### config.mk
export PLATFORM = sky130hd
export DESIGN_NAME = hall_commutator
export DESIGN_NICKNAME = d
export VERILOG_FILES = /design/src/rtl/hall_commutator.sv
export SDC_FILE = /design/constraint.sdc
export NUM_CORES = 1
export LEC_CHECK = 0
export ABC_AREA = 1
export BUFFER_PORTS_ARGS = -buffer_cell sky130_fd_sc_hd__clkbuf_2
export CAP_MARGIN = 10
export CORE_MARGIN = 1
export CORE_UTILIZATION = 53
export DETAILED_ROUTE_END_ITERATION = 8
export PLACE_DENSITY_LB_ADDON = 0.3
export SLEW_MARGIN = 20
export SYNTH_ARGS = -nofsm -noshare
export SYNTH_HDL_FRONTEND = slang
export SYNTH_SLANG_ARGS = --single-unit
### constraint.sdc
create_clock -name clk -period 3.2 [get_ports clk]
set_input_delay 0.48 -clock clk [delete_from_list [all_inputs] [get_ports clk]]
set_output_delay 0.48 -clock clk [all_outputs]
set_load 0.01 [all_outputs]
### src/rtl/hall_commutator.sv
module hall_commutator #(
  parameter int CNT_W = 8
) (
  input  logic             clk,
  input  logic             rst_n,
  input  logic [2:0]       hall_in,
  input  logic [CNT_W-1:0] duty,
  input  logic             run,
  input  logic             dir_rev,
  input  logic             brake,
  input  logic             oc_flag,
  input  logic             ot_flag,
  output logic [2:0]       hi_en,
  output logic [2:0]       lo_en
);
  localparam logic [CNT_W-1:0] CNT_MAX = '1;
  localparam logic [2:0] PH_U = 3'b001;
  localparam logic [2:0] PH_V = 3'b010;
  localparam logic [2:0] PH_W = 3'b100;

  logic [2:0]       hall_s1, hall_s2;
  logic             dir_q, brake_q, blank;
  logic [CNT_W-1:0] cnt;

  always_ff @(posedge clk or negedge rst_n) begin
    if (!rst_n) begin
      hall_s1 <= '0;
      hall_s2 <= '0;
      dir_q   <= 1'b0;
      brake_q <= 1'b0;
      cnt     <= '0;
      blank   <= 1'b0;
    end else begin
      hall_s1 <= hall_in;
      hall_s2 <= hall_s1;
      if (!run) dir_q <= dir_rev;
      if (brake) brake_q <= 1'b1;
      else if (!run) brake_q <= 1'b0;
      cnt <= cnt + 1'b1;
      if (oc_flag) blank <= 1'b1;
      else if (cnt == CNT_MAX) blank <= 1'b0;
    end
  end

  logic [2:0] code, src, snk;
  assign code = dir_q ? ~hall_s2 : hall_s2;

  always_comb begin
    unique case (code)
      3'b101:  begin src = PH_V; snk = PH_U; end
      3'b100:  begin src = PH_W; snk = PH_U; end
      3'b110:  begin src = PH_W; snk = PH_V; end
      3'b010:  begin src = PH_U; snk = PH_V; end
      3'b011:  begin src = PH_U; snk = PH_W; end
      3'b001:  begin src = PH_V; snk = PH_W; end
      default: begin src = 3'b000; snk = 3'b000; end
    endcase
  end

  logic hi_gate;
  assign hi_gate = (cnt < duty) && !oc_flag && !blank;

  always_comb begin
    hi_en = 3'b000;
    lo_en = 3'b000;
    if (ot_flag) begin
      hi_en = 3'b000;
      lo_en = 3'b000;
    end else if (brake_q) begin
      lo_en = 3'b111;
    end else if (run) begin
      hi_en = src & {3{hi_gate}};
      lo_en = snk;
    end
  end

  p_no_shoot_r1: assert property (@(posedge clk) disable iff (!rst_n)
    ((hi_en & lo_en) == 3'b000) && $onehot0(hi_en));
  p_duty_zero_r4: assert property (@(posedge clk) disable iff (!rst_n)
    (duty == '0) |-> (hi_en == 3'b000));
  p_oc_now_r5: assert property (@(posedge clk) disable iff (!rst_n)
    oc_flag |-> (hi_en == 3'b000));
  p_oc_blank_r5: assert property (@(posedge clk) disable iff (!rst_n)
    oc_flag |=> (hi_en == 3'b000));
  p_stop_off_r6: assert property (@(posedge clk) disable iff (!rst_n)
    (!run && !brake_q) |-> (hi_en == 3'b000 && lo_en == 3'b000));
  p_brake_lo_r7: assert property (@(posedge clk) disable iff (!rst_n)
    (brake && !ot_flag) |=> (lo_en == 3'b111 || ot_flag));
  p_brake_hold_r8: assert property (@(posedge clk) disable iff (!rst_n)
    (brake_q && run) |=> brake_q);
  p_dir_hold_r9: assert property (@(posedge clk) disable iff (!rst_n)
    run |=> $stable(dir_q));
  p_thermal_off_r10: assert property (@(posedge clk) disable iff (!rst_n)
    ot_flag |-> (hi_en == 3'b000 && lo_en == 3'b000));
endmodule

Yosys cells after proc, flatten, opt, wreduce, memory -nomap -nowiden
Cells that the tools add are included.

Register bits: 17. Input port bits: 18. Output and inout port bits: 6. Logic and storage cells: 42.

Add/sub/neg operators: 1. $lt $le $gt $ge: 1. Equality and inequality tests: 8. Muxes and demuxes: 13. Bitwise operators: 2. Reductions and logical operators: 11.

Operator list (number): 2-to-1 mux 3 bit (7); one-hot mux 3 bit (3 select lines) (2); OR reduction 2 bit (6); == test 3 bit (second input constant) (3); adder 8 x 1 -> 8 bit (second input constant) (1); == test 8 bit (second input constant) (1); less-than comparator 8 bit (1); == test 3 x 2 -> 1 bit (second input constant) (2); 2-to-1 mux 1 bit (4); AND 3 bit (1); == test 3 x 1 -> 1 bit (second input constant) (1); NOT 3 bit (1); logical AND 1 bit (2); zero test 1 bit (2); inequality test 2 x 1 -> 1 bit (second input constant) (1); nonzero test 2 bit (1).

Logic depth before layout (Yosys ltp)
Word-level depth: 9. Depth in mapped cells: 9. Depth with buffers taken out: 9.

Worst setup path after synthesis
Ideal clock, no wire load.

Path kind: input -> output. From: input port duty[7]. To: output port hi_en[0]. Arrival: 1356 ps. Required time: 2720 ps. Slack: 1364 ps. Stages on the path: 6. Path buffers: 0. Path through: inv_1 > ha_1 > a21oi_1 > o21a_1 > nand4_1 > nor2_1.

Cells in the longest elaborated chain, start to end: 7.

RTL lines: start: declaration (line 7) `input logic [CNT_W-1:0] duty,`; less-than comparator 8 bit (line 61) `assign hi_gate = (cnt < duty) && !oc_flag && !blank;`; logical AND 1 bit (2 in series) (line 61); AND 3 bit (line 72) `hi_en = src & {3{hi_gate}};`; 2-to-1 mux 3 bit (line 71) `end else if (run) begin`; 2-to-1 mux 3 bit (line 69) `end else if (brake_q) begin`; 2-to-1 mux 3 bit (line 66) `if (ot_flag) begin`; end: declaration (line 13) `output logic [2:0] hi_en,`.

Every way passes these cells.

Final worst setup path
From: register cnt[5]. To: output port hi_en[1].

Cells in the longest elaborated chain, start to end: 7.

RTL lines: start: declaration (line 23) `logic [CNT_W-1:0] cnt;`; start signal: assignment (line 39) `cnt <= cnt + 1'b1;`; less-than comparator 8 bit (line 61); logical AND 1 bit (2 in series) (line 61); AND 3 bit (line 72); 2-to-1 mux 3 bit (line 71); 2-to-1 mux 3 bit (line 69); 2-to-1 mux 3 bit (line 66).

Every way passes these cells.

==> summary.txt <==
Synth
  – Avg Cell Area, Syn: 9.28 sq um
  – Seq cells post-synth: 17
  – Register area share after synthesis: 49.3%
  – Mapped Cells: 93
  – Synthesized area: roughly 860 sq um
  – Yosys warning count: 0
  – Net count after synthesis: 119
  – Synth unique cells: 16

Routing
  – Total Wirelength: 1460 microns
  – WL per Instance: 10.7 microns
  – Remaining DRCs: 0
  – Pre-antenna DRT Iters: 3
  – Iteration-0 DRC Markers: 8
  – Via count: 675
  – Vias per inst: 4.96
  – DRT antenna net count: 0

Critical path
  – Kind of critical path: flop to primary output
  – Critical-path maximum fanout: 4
  – Critical path data arrival time: about 1700 ps
  – Crit. Startpoint: cnt[5]
  – Crit path launch type: flop
  – Worst R2R Start: cnt[1]
  – CP endpoint kind: primary output
  – Critical path required time: roughly 2700 ps

Pwr
  – Max VDD drop: 330 uV
  – Leakage Power: between 0.5 and 0.6 nW
  – Pwr per Cell Area: 377 nW/um^2

Clock tree
  – Clock-pin slew on the worst setup and hold paths: 100 ps
  – CTS Hold Bufs: 0
  – Clock latency on the worst-skew pair: about 300 ps
  – H-Tree Depth: 1
  – Post-CTS sizing: 0
  – Clock Path Buffers: 2
  – Setup bufs post-CTS: 0
  – Clock root cell: clkbuf_4
  – CTS tree: done
  – Total CTS buffers: 3
  – CTS Sinks: 17

Timing
  – Tcrit/Tclk final: 68.8%
  – Max_slew headroom: roughly 73%
  – Final hold vios: 0
  – Setup violations, final: 0
  – Setup TNS: 0 ps
  – Unrepaired setup endpoints after global routing: no
  – Worst slew pin tran: 408 ps
  – Worst Skew: between 1.5 and 2 ps
  – Fin. max-slew vios: 0
  – Max Clk Rate: 454 MHz
  – Final min period: 2200 ps

Placed design
  – Final Wtd Congestion: 0.713
  – DP Wirelength: 1200 microns
  – Buffers on Ports: 23

Final layout
  – Nets: 147
  – Number of fill cells: 124
  – Ant. Diodes: 0
  – Final core utilization: 68.3%
  – Ratio of cells with drive above 1 in the final layout: about 23%
  – Area Growth Syn to Fin: 19.1%

Hold path
  – Worst Hold Class: input port to asynchronous set/reset pin

Flow run
  – MaxCap Viol Count: 0

Global routing
  – First-pass GRT wire length: 2430 microns
  – Largest net degree at the start of global routing: 18
  – GRT Util Overall: 18.7%
  – Vias in the first global route: 622
  – Total grt overflow: 0
  – Initial antenna violation count: 0

Floorplan
  – Die height: roughly 42 microns
  – # rows: 14
  – Core Region: 1510 sq um
  – Die Area: 1790 sq um
  – Initial core utilization: 57.3%
  – Ports: 24
  – Die X-Extent: 42.4 microns

Outcome
  – Status: finished, final reports clean
[kinds of logic after synthesis]
logic type	after synthesis	share of synthesized area, %
simple gates	33	16.8
xor+xnor	9	9.13
flops	17	49.3
buf+inv	17	7.39
fa+ha+maj	8	11.6
compound gates	9	5.80
[critical path, cell delays in order, from the launching register on]
cell and delay [ps]:
dfrtp_1 430, ha_1 300, a21oi_1 140, o21a_1 120, nand4_1 150, nor2_1 140
clkbuf_2 140
[area by class of cell]
| class | count | area [sq um] | share of cell area, % |
|---|---|---|---|
| clock buffers | 3 | 22.5 | 2.19 |
| well taps | 16 | 20.0 | 1.95 |
| inverters | 17 | 63.8 | 6.20 |
| flip-flops and latches | 17 | 425 | 41.4 |
| multi-input cells | 59 | 374 | 36.4 |
| clock inverters | 1 | 7.51 | 0.730 |
| repair buffers | 23 | 115 | 11.2 |
[cell usage in the layout (no fill, tap or decap), drive strengths merged]
master	netlist	layout
o21bai	1	1
and3	1	1
xor2	7	7
nand3b	1	1
o21a	1	1
inv	17	17
dfrtp	17	17
nand2	14	14
a21oi	6	6
nand4	2	2
xnor2	2	2
clkbuf	0	26
nor3	2	2
ha	8	8
nor2	7	7
nand3	6	6
clkinvlp	0	1
o21ai	1	1
[routing by layer]
| metal | global-route usage [%] | part of all wire [%] | vias up |
|---|---|---|---|
| met4 | 7.50 | 1.0 | 0 |
| met1 | 19.8 | 42 | 310 |
| met2 | 32.6 | 53 | 11 |
| li1 | - | - | 351 |
| met3 | 7.76 | 3.9 | 3 |
| met5 | 0 | 0 | - |
[final timing paths]
path,endpoint,cells past startpoint,slack [ps]
hold / removal,cnt[7],1,90
max in group asynchronous,hall_s2[2],1,2820
setup / recovery,hi_en[1],6,1000
setup reg to reg,blank,5,1910
min in group clk,hall_s1[2],1,280
hold reg to reg,hall_s2[1],0,360
[Yosys cell counts]
| cell type | n | share of area, % |
|---|---|---|
| nand3b_1 | 1 | 0.87 |
| and3_1 | 1 | 0.73 |
| nand4_1 | 2 | 1.4 |
| a21oi_1 | 6 | 3.5 |
| nand2_1 | 14 | 6.1 |
| xnor2_1 | 2 | 2.0 |
| xor2_1 | 7 | 7.1 |
| dfrtp_1 | 17 | 49 |
| o21bai_1 | 1 | 0.87 |
| ha_1 | 8 | 12 |
| nor2_1 | 7 | 3.0 |
| o21ai_0 | 1 | 0.58 |
| inv_1 | 17 | 7.4 |
| nor3_1 | 2 | 1.2 |
| o21a_1 | 1 | 0.87 |
| nand3_1 | 6 | 3.5 |
[through the flow]
| stage | total power [mW] | hold WS (ps) | area [sq um] | std cells | worst slack, ps |
|---|---|---|---|---|---|
| floorplan | 0.253 | 184 | 863 | 93 | 1360 |
| detailed placement | 0.276 | 335 | 998 | 132 | 1100 |
| CTS | 0.393 | 96.3 | 1030 | 136 | 978 |
| global placement | 0.273 | 331 | 998 | 132 | 1140 |
| global route | 0.410 | 94.0 | 1030 | 136 | 879 |
| finish | 0.388 | 91.8 | 1030 | 136 | 997 |
[where the power goes]
part | total (mW) | switching [mW] | internal, mW
clock network | 0.117 | 0.0692 | 0.0477
logic | 0.0467 | 0.0262 | 0.0205
registers | 0.224 | 0.00365 | 0.220
[flip-flops by register name, summed over array words and instances, names as in the netlist]
| register | flops |
|---|---|
| dir_q | 1 |
| blank | 1 |
| brake_q | 1 |
| hall_s1 | 3 |
| hall_s2 | 3 |
| cnt | 8 |
No activity file was read; power rests on OpenSTA's default activity.
